**src/rtl/ps2tx_pkg.sv**
```systemverilog
package ps2tx_pkg;

   // Bits per serial frame: start, eight data, parity, stop.
   localparam int FRAME_BITS = 11;
   localparam int LAST_BIT   = FRAME_BITS - 1;

   typedef enum logic {
      TX_WAIT,
      TX_SEND
   } tx_state_e;

   typedef enum logic {
      PH_REL,   // clock released (line high)
      PH_PULL   // clock pulled low
   } tx_phase_e;

   // Frame vector in transmit order, bit 0 leaves first.
   function automatic logic [FRAME_BITS-1:0] frame_of(input logic [7:0] b);
      return {1'b1, ~(^b), b, 1'b0};
   endfunction

endpackage

```
**src/rtl/ps2tx_sync.sv**
```systemverilog
module ps2tx_sync #(
   parameter int STAGES = 2
) (
   input  logic clk,
   input  logic rst_n,
   input  logic d,
   output logic q
);

   logic [STAGES-1:0] pipe;

   generate
      if (STAGES < 2) begin : g_bad_stages
         $error("ps2tx_sync: STAGES must be at least 2");
      end

      for (genvar s = 0; s < STAGES; s++) begin : g_stage
         if (s == 0) begin : g_first
            always_ff @(posedge clk) begin
               if (!rst_n) pipe[0] <= 1'b1;
               else        pipe[0] <= d;
            end
         end else begin : g_next
            always_ff @(posedge clk) begin
               if (!rst_n) pipe[s] <= 1'b1;
               else        pipe[s] <= pipe[s-1];
            end
         end
      end
   endgenerate

   assign q = pipe[STAGES-1];

endmodule

```
**src/rtl/ps2tx_span.sv**
```systemverilog
// Saturating cycle counter: hit is high once LIMIT cycles have elapsed
// since the last clear.
module ps2tx_span #(
   parameter  int LIMIT = 1,
   localparam int W     = (LIMIT < 1) ? 1 : $clog2(LIMIT + 1)
) (
   input  logic clk,
   input  logic rst_n,
   input  logic clr,
   output logic hit
);

   logic [W-1:0] cnt;

   generate
      if (LIMIT < 1) begin : g_bad_limit
         $error("ps2tx_span: LIMIT must be positive");
      end
   endgenerate

   always_ff @(posedge clk) begin
      if (!rst_n || clr)          cnt <= '0;
      else if (cnt != W'(LIMIT))  cnt <= cnt + 1'b1;
   end

   assign hit = (cnt == W'(LIMIT));

endmodule

```
**src/rtl/ps2tx_chunk_buf.sv**
```systemverilog
// Holds one chunk of up to MAX_BYTES bytes. A push after a complete chunk
// (or into an empty buffer) starts a fresh chunk, discarding the old one.
module ps2tx_chunk_buf #(
   parameter  int MAX_BYTES = 3,
   localparam int CW        = $clog2(MAX_BYTES + 1)
) (
   input  logic          clk,
   input  logic          rst_n,
   input  logic          push,
   input  logic [7:0]    push_byte,
   input  logic          push_last,
   input  logic          clear,
   input  logic [CW-1:0] rd_idx,
   output logic [7:0]    rd_byte,
   output logic [CW-1:0] n_bytes,
   output logic          complete
);

   logic [CW-1:0]            cnt;
   logic                     full;
   logic                     fresh;
   logic [CW-1:0]            wr_idx;
   logic [CW-1:0]            cnt_nxt;
   logic [MAX_BYTES*8-1:0]   slots;

   assign fresh   = full || (cnt == '0);
   assign wr_idx  = fresh ? '0 : cnt;
   assign cnt_nxt = wr_idx + 1'b1;

   always_ff @(posedge clk) begin
      if (!rst_n || clear) begin
         cnt  <= '0;
         full <= 1'b0;
      end else if (push) begin
         cnt  <= cnt_nxt;
         full <= push_last || (cnt_nxt == CW'(MAX_BYTES));
      end
   end

   generate
      for (genvar g = 0; g < MAX_BYTES; g++) begin : g_slot
         logic [7:0] held;
         always_ff @(posedge clk) begin
            if (!rst_n)                              held <= '0;
            else if (push && (wr_idx == CW'(g)))     held <= push_byte;
         end
         assign slots[g*8 +: 8] = held;
      end
   endgenerate

   always_comb begin
      rd_byte = '0;
      for (int i = 0; i < MAX_BYTES; i++) begin
         if (rd_idx == CW'(i)) rd_byte = slots[i*8 +: 8];
      end
   end

   assign n_bytes  = cnt;
   assign complete = full;

endmodule

```
**src/rtl/ps2_dev_tx.sv**
```systemverilog
module ps2_dev_tx
   import ps2tx_pkg::*;
#(
   parameter int CLK_PER_US  = 50,
   parameter int HALF_US     = 40,
   parameter int IDLE_US     = 50,
   parameter int MAX_BYTES   = 3,
   parameter int SYNC_STAGES = 2
) (
   input  logic       clk,
   input  logic       rst_n,
   input  logic [7:0] in_byte,
   input  logic       in_valid,
   input  logic       in_last,
   output logic       in_ready,
   input  logic       ps2_clk_in,
   output logic       ps2_clk_oe,
   output logic       ps2_dat_oe,
   output logic       done,
   output logic       aborted
);

   localparam int HALF_CYC = CLK_PER_US * HALF_US;
   localparam int IDLE_CYC = CLK_PER_US * IDLE_US;
   localparam int GUARD    = SYNC_STAGES + 1;
   localparam int CW       = $clog2(MAX_BYTES + 1);

   generate
      if (CLK_PER_US < 1) begin : g_bad_clk
         $error("ps2_dev_tx: CLK_PER_US must be positive");
      end
      if (HALF_US < 30 || HALF_US > 50) begin : g_bad_half
         $error("ps2_dev_tx: HALF_US outside the 10..16.7 kHz range");
      end
      if (IDLE_US < 50) begin : g_bad_idle
         $error("ps2_dev_tx: IDLE_US below the 50 us quiet time");
      end
      if (MAX_BYTES < 1 || MAX_BYTES > 8) begin : g_bad_bytes
         $error("ps2_dev_tx: MAX_BYTES must be 1..8");
      end
      if (GUARD >= HALF_CYC) begin : g_bad_guard
         $error("ps2_dev_tx: synchronizer delay exceeds a half period");
      end
   endgenerate

   tx_state_e        state;
   tx_phase_e        phase;
   logic [3:0]       bit_idx;
   logic [CW-1:0]    byte_idx;
   logic             done_q;
   logic             abort_q;

   logic             line_hi;
   logic             half_hit;
   logic             guard_ok;
   logic             quiet_ok;
   logic             half_clr;

   logic [7:0]       cur_byte;
   logic [CW-1:0]    n_bytes;
   logic             chunk_ready;
   logic [FRAME_BITS-1:0] frame;
   logic             cur_bit;

   logic             accept;
   logic             start;
   logic             inhibit;
   logic             last_byte;
   logic             byte_end;
   logic             chunk_end;

   // ---------------- line sensing and timing ----------------
   ps2tx_sync #(.STAGES(SYNC_STAGES)) u_sync (
      .clk   (clk),
      .rst_n (rst_n),
      .d     (ps2_clk_in),
      .q     (line_hi)
   );

   assign half_clr = (state != TX_SEND) || half_hit;

   ps2tx_span #(.LIMIT(HALF_CYC - 1)) u_half (
      .clk   (clk),
      .rst_n (rst_n),
      .clr   (half_clr),
      .hit   (half_hit)
   );

   // Ignore the sensed line until the synchronizer has seen our release.
   ps2tx_span #(.LIMIT(GUARD)) u_guard (
      .clk   (clk),
      .rst_n (rst_n),
      .clr   (half_clr),
      .hit   (guard_ok)
   );

   ps2tx_span #(.LIMIT(IDLE_CYC)) u_quiet (
      .clk   (clk),
      .rst_n (rst_n),
      .clr   ((state == TX_SEND) || !line_hi),
      .hit   (quiet_ok)
   );

   // ---------------- chunk storage ----------------
   assign in_ready = (state == TX_WAIT) && (byte_idx == '0);
   assign accept   = in_valid && in_ready;

   ps2tx_chunk_buf #(.MAX_BYTES(MAX_BYTES)) u_buf (
      .clk       (clk),
      .rst_n     (rst_n),
      .push      (accept),
      .push_byte (in_byte),
      .push_last (in_last),
      .clear     (chunk_end),
      .rd_idx    (byte_idx),
      .rd_byte   (cur_byte),
      .n_bytes   (n_bytes),
      .complete  (chunk_ready)
   );

   // ---------------- frame sequencing ----------------
   assign frame     = frame_of(cur_byte);
   assign cur_bit   = frame[bit_idx];
   assign last_byte = ((byte_idx + CW'(1)) == n_bytes);

   assign start   = (state == TX_WAIT) && chunk_ready && quiet_ok && !accept;
   assign inhibit = (state == TX_SEND) && (phase == PH_REL) && guard_ok && !line_hi;
   assign byte_end  = (state == TX_SEND) && !inhibit && half_hit &&
                      (phase == PH_PULL) && (bit_idx == 4'(LAST_BIT));
   assign chunk_end = byte_end && last_byte;

   always_ff @(posedge clk) begin
      if (!rst_n) begin
         state    <= TX_WAIT;
         phase    <= PH_REL;
         bit_idx  <= '0;
         byte_idx <= '0;
         done_q   <= 1'b0;
         abort_q  <= 1'b0;
      end else begin
         done_q  <= chunk_end;
         abort_q <= 1'b0;
         unique case (state)
            TX_WAIT: begin
               if (start) begin
                  state   <= TX_SEND;
                  phase   <= PH_REL;
                  bit_idx <= '0;
               end
            end
            TX_SEND: begin
               if (inhibit) begin
                  state <= TX_WAIT;
                  phase <= PH_REL;
                  if (bit_idx != '0) begin
                     abort_q  <= 1'b1;
                     byte_idx <= '0;
                  end
               end else if (half_hit) begin
                  if (phase == PH_REL) begin
                     phase <= PH_PULL;
                  end else begin
                     phase <= PH_REL;
                     if (bit_idx == 4'(LAST_BIT)) begin
                        state    <= TX_WAIT;
                        bit_idx  <= '0;
                        byte_idx <= last_byte ? '0 : byte_idx + 1'b1;
                     end else begin
                        bit_idx <= bit_idx + 1'b1;
                     end
                  end
               end
            end
            default: state <= TX_WAIT;
         endcase
      end
   end

   assign ps2_clk_oe = (state == TX_SEND) && (phase == PH_PULL);
   assign ps2_dat_oe = (state == TX_SEND) && !cur_bit;
   assign done       = done_q;
   assign aborted    = abort_q;

endmodule

```
**config.mk**
```make
export PLATFORM = sky130hd
export DESIGN_NAME = ps2_dev_tx
export DESIGN_NICKNAME = d
export VERILOG_FILES = /design/src/rtl/ps2tx_pkg.sv /design/src/rtl/ps2tx_sync.sv /design/src/rtl/ps2tx_span.sv /design/src/rtl/ps2tx_chunk_buf.sv /design/src/rtl/ps2_dev_tx.sv
export SDC_FILE = /design/constraint.sdc
export NUM_CORES = 1
export LEC_CHECK = 0
export BUFFER_PORTS_ARGS = -buffer_cell sky130_fd_sc_hd__buf_2
export CORE_MARGIN = 4
export CORE_UTILIZATION = 35
export CTS_BUF_LIST = sky130_fd_sc_hd__clkbuf_8
export DETAILED_ROUTE_END_ITERATION = 8
export GPL_TIMING_DRIVEN = 0
export MAX_ROUTING_LAYER = met4
export PLACE_DENSITY_LB_ADDON = 0.3
export SLEW_MARGIN = 30
export SYNTH_ARGS = -nofsm -noshare
export SYNTH_HDL_FRONTEND = slang
export SYNTH_SLANG_ARGS = --single-unit
```
**constraint.sdc**
```tcl
create_clock -name clk -period 2.5 [get_ports clk]
set_clock_uncertainty 0.05 [all_clocks]
set_input_delay 0.5 -clock clk [delete_from_list [all_inputs] [get_ports clk]]
set_output_delay 0.5 -clock clk [all_outputs]
set_load 0.05 [all_outputs]
```
=== Word-level counts from Yosys, hierarchy flattened ===
Cells that the tools add are included.
Widths: inputs -> output; s select.

* Bits in registers: 64
* Bits of input ports: 13
* Output and inout port bits: 5
* Word-level logic and storage cells: 117

* $add $sub $neg: 6
* Magnitude comparators: 1
* Equal/unequal tests: 19
* Muxes and demuxes: 30
* Bitwise logic cells: 3
* Reductions and logical operators: 42

{| class="wikitable"
|+ Operators by type and width
! kind !! count
|-
| $mux 8 || 3
|-
| $mux 4 || 5
|-
| $logic_and 1x1->1 || 18
|-
| $mux 2 || 7
|-
| $add 12x1->12 const B || 1
|-
| $eq 12x12->1 const B || 1
|-
| $ne 12x12->1 const B || 1
|-
| $add 11x1->11 const B || 1
|-
| $eq 11x11->1 const B || 1
|-
| $mux 1 || 11
|-
| $ne 11x11->1 const B || 1
|-
| $eq 2x2->1 const B || 4
|-
| $pmux 4 s2 || 1
|-
| $reduce_xor 8->1 || 1
|-
| $logic_or 1x1->1 || 7
|-
| $add 2x1->2 const B || 3
|-
| $logic_not 2->1 || 3
|-
| $ne 2x1->1 const B || 3
|-
| $ne 2x2->1 const B || 3
|-
| $reduce_bool 2->1 || 3
|-
| $logic_not 1->1 || 5
|-
| $lt 4x5->1 const B || 1
|-
| $reduce_and 5->1 || 1
|-
| $add 4x1->4 const B || 1
|-
| 11 further kinds || 15
|}

=== Longest topological paths before layout ===
* Depth after elaboration: 11
* Depth in mapped cells: 9
* Gate-level depth less buffers: 8

=== Cells and area by module ===
A second synthesis with hierarchy kept.

* Cells, all modules: 389
* Area total of the unflattened synthesis: 3359.5 µm²

{| class="wikitable"
|+ By module, submodules not included
! module !! times used !! cells an instance !! area an instance (µm²)
|-
| ps2tx_chunk_buf || 1 || 154 || 1261.2
|-
| ps2_dev_tx || 1 || 91 || 789.5
|-
| ps2tx_span (u_quiet) || 1 || 71 || 614.3
|-
| ps2tx_span (u_half) || 1 || 60 || 544.3
|-
| ps2tx_span (u_guard) || 1 || 9 || 97.6
|-
| ps2tx_sync || 1 || 4 || 52.6
|}

=== Worst setup path before layout ===
OpenSTA, ideal clock, no wires.

* Path type: register to output
* From: reg byte_idx[0]
* To: out ps2_dat_oe
* Data arrival time: 2.858 ns
* Required time: 1.950 ns
* Setup slack: -0.908 ns
* Cell stages (with the launch flop): 10
* Path buffers: 1
* Cell sequence: dfxtp_1 inv_1 ha_1 clkbuf_1 a21oi_1 a21oi_1 mux2_2 a221oi_1 a311oi_1 a211oi_1

* Word-level cells in the longest chain between the ends: 10

{| class="wikitable"
|+ Ends and longest elaborated chain
! item !! line !! text
|-
| start, declared || ps2_dev_tx.sv:49 || <nowiki>logic [CW-1:0] byte_idx;</nowiki>
|-
| start signal, assigned || ps2_dev_tx.sv:167 || <nowiki>byte_idx <= last_byte ? '0 : byte_idx + 1'b1;</nowiki>
|-
| $logic_not 2->1 || ps2tx_chunk_buf.sv:54 || <nowiki>if (rd_idx == CW'(i)) rd_byte = slots[i*8 +: 8];</nowiki>
|-
| $mux 8 (2 in a row) || ps2tx_chunk_buf.sv:54 ||
|-
| $mux 8 (*) || ps2tx_chunk_buf.sv:54 ||
|-
| $reduce_xor 8->1 || ps2tx_pkg.sv:19 || <nowiki>return {1'b1, ~(^b), b, 1'b0};</nowiki>
|-
| $not 1->1 || ps2tx_pkg.sv:19 ||
|-
| $bmux 1 s4 (*) || ps2_dev_tx.sv:123 || <nowiki>assign cur_bit = frame[bit_idx];</nowiki>
|-
| $mux 1 (not written as such) (*) || ps2_dev_tx.sv:123 ||
|-
| $logic_not 1->1 (*) || ps2_dev_tx.sv:180 || <nowiki>assign ps2_dat_oe = (state == TX_SEND) && !cur_bit;</nowiki>
|-
| $logic_and 1x1->1 (*) || ps2_dev_tx.sv:180 ||
|-
| end, declared || ps2_dev_tx.sv:18 || <nowiki>output logic ps2_dat_oe,</nowiki>
|}

Mark *: on every way between the ends. The rest lies on a longest branch, timed or not. The select of a mux whose other input is x is not followed.

=== Worst setup path in the final report ===
Ends and elaborated chain as after synthesis.

==> qor.yml <==
final_layout:
  antennaDiodeCount: 0
  area_delta_synth_final_pct: 19.6
  final_nets: 442
  multi_input_area_um2: 1850
  n_fill_cell: 894
  regArea_um2: 1290
  postLayoutCellArea_um2: 3740
  drive_gt1_share_pct: 17.6
route:
  initialDrtViolationCount: 140
  route.detailed.drc: 0
  ant_nets: 0
  wirelength_um: 7000
  dr.pass1.iters: 5
  wl_per_cell_um: 13.3
  via_per_inst: 4.93
  vias: 2603
synthesis:
  yosysMostFrequentCell: "nand2_1"
  synth-seq-cells: 64
  synthTopCellsByArea: "dfxtp_1 41%, a21oi_1 8.2%, nand2_1 7.9%"
  synth_cells: 385
  synth-edff-count: 0
  yosys_warnings: 0
  yosys.cell_types.count: 47
  synth_top_area_share_pct: 40.9
  synth_flop_cell: "dfxtp_1"
  synth_top_area_cell: "dfxtp_1"
  syn-num-nets: 412
  synthesis.area_um2: 3130
  synthArstFlopShare_pct: 0
  yosys-top-cells-count: "66 x nand2_1, 64 x dfxtp_1, 51 x a21oi_1"
  synth_seq_area_share_pct: 40.9
  syn_avg_cell_area_um2: 8.13
placed_design:
  port_buffers: 17
  place_congestion: 0.844
  place_area_um2: 3470
  hpwl_um: 4920
  place_ws_ns: -0.258
power_and_ir_drop:
  leakage_nw: 1.33
  finalPower_mw: 2.15
  power.density_nw_per_um2: 576
  vdd_drop_max_mv: 0.263
timing:
  finalWorstSetupSlack_ns: -0.463
  min_period_ns: 2.96
  period_share_pct: 119
  finalSetupViolCount: 1
  slew_headroom_pct: 62.4
  slew_violations: 0
  max_freq_mhz: 338
  hold_violations: 0
  rsz0062_at_grt: "yes"
  setup_tns_ns: -0.463
  worst_hold_slack_ns: 0.281
  worstMarginPinSlew_ns: 0.564
clock_network:
  htree_levels: 3
  path_clk_slew_ns: 0.07
  numCtsBuffers: 9
  cts-root-buf: "clkbuf_8"
  cts-hold-fix-buffers: 0
  clockBufferDepth: 2
  clock-sinks: 64
  insertion_delay_ns: 0.35
  cts_tree: "yes"
setup_path:
  path_class: "reg -> out"
  critPathMaxFanout: 10
  critPathCaptureType: "output port"
  start_kind: "register"
  cp_data_arrival_time_ns: 2.41
  cp.required_ns: 1.95
run_status:
  status: "finished with violations"
  violations: "setup timing"
grt:
  track_usage_pct: 14.6
  grt_pass1_wl_um: 11600
  gr-total-overflow: 0
  antenna_found_initial: 0
  grt_pass1_vias: 2479
  grt_max_degree: 12
floorplan:
  die_h_um: 103
  io_pins: 18
  core_area_um2: 8720
  initial_utilization_pct: 35.9
  dieArea_um2: 10500
  die_x_um: 103
  rows: 34
run:
  drv_cap: 0
hold_path:
  hold_class: "in -> reg"
==> path summary, 6_finish.rpt <==
path         slack (ns)        endpoint  depth (start not counted)      startpoint
max reg2reg        0.22      bit_idx[3]                          9     byte_idx[0]
min reg2reg        0.36        u_sync.q                          1  u_sync.pipe[0]
max               -0.46      ps2_dat_oe                         10     byte_idx[0]
min                0.28  u_sync.pipe[0]                          2      ps2_clk_in
==> layer usage <==
layer	part of all wire (%)	vias up	track usage, %
met1	47	1202	17.4
met2	47	42	23.5
li1	-	1349	-
met4	1.2	0	4.64
met3	4.9	10	4.53
met5	0	-	-
==> through the flow <==
step           cells  utilization (%)
6_report         528             42.9
3_3_place_gp     510             39.8
4_1_cts          528             42.9
5_1_grt          528             42.9
2_1_floorplan    385                -
3_5_place_dp     510             39.8
==> critical path, stage by stage (launching register included) <==
cell and delay (ns):
dfxtp_4 0.39, inv_4 0.05, ha_4 0.18, clkbuf_16 0.17, a21oi_2 0.12, a21oi_2 0.10
mux2_4 0.27, a221oi_2 0.28, a311oi_2 0.08, a211oi_4 0.22, buf_6 0.19
==> what timing repair did <==
item                       in CTS  in global routing
gates cloned                    1                  0
setup buffers                   1                  0
setup endpoints to repair       1                  1
pin swaps                       6                  2
gates resized for setup        10                  1
==> sequential cells by signal (all words and copies together), names as in the netlist <==
| name | flops |
|---|---|
| u_buf.g_slot.held | 24 |
| u_quiet.cnt | 12 |
| u_half.cnt | 11 |
| bit_idx | 4 |
| byte_idx | 2 |
| u_buf.n_bytes | 2 |
| u_guard.cnt | 2 |
| aborted | 1 |
| done | 1 |
| phase | 1 |
| state | 1 |
| u_buf.complete | 1 |
| u_sync.pipe | 1 |
| u_sync.q | 1 |
==> logic make-up after synthesis <==
logic type,share of synthesized area (%)
simple gates,29.3
compound gates,11.8
flops,40.9
xor+xnor,7.84
buf+inv,3.44
fa+ha+maj,5.60
mux,1.00
==> cell type report <==
type	count	share of cell area (%)
multi-input cells	293	49.4
repair buffers	19	2.84
well taps	108	3.61
flip-flops and latches	64	34.4
clock buffers	11	4.05
plain buffers	16	2.78
clock inverters	5	1.51
inverters	12	1.34
==> where the power goes <==
| part | switching (mW) | internal (mW) | leakage (nW) |
|---|---|---|---|
| logic | 0.100 | 0.0671 | 0.709 |
| clock network | 0.416 | 0.511 | 0.0990 |
| registers | 0.0169 | 1.04 | 0.520 |
| total | 0.533 | 1.62 | 1.33 |
==> placed cells by master, fill, tap and decap left out, drive strengths merged, types with 2 or more instances in the layout <==
cell / netlist / final
nand4: 3 / 3
and3: 6 / 6
clkbuf: 14 / 26
a211oi: 2 / 2
buf: 2 / 20
and2: 5 / 5
o21ai: 8 / 8
nand2: 67 / 67
clkinvlp: 0 / 3
nand3: 15 / 15
nand2b: 5 / 5
inv: 11 / 12
or4: 3 / 3
a21oi: 51 / 51
nor2b: 10 / 10
nor3: 4 / 4
or3: 3 / 3
xnor2: 15 / 15
ha: 14 / 14
mux2i: 2 / 2
dfxtp: 64 / 64
xor2: 13 / 13
nand3b: 10 / 10
nor2: 40 / 40
nand4b: 2 / 2
Power figures use the tool's default switching activity.
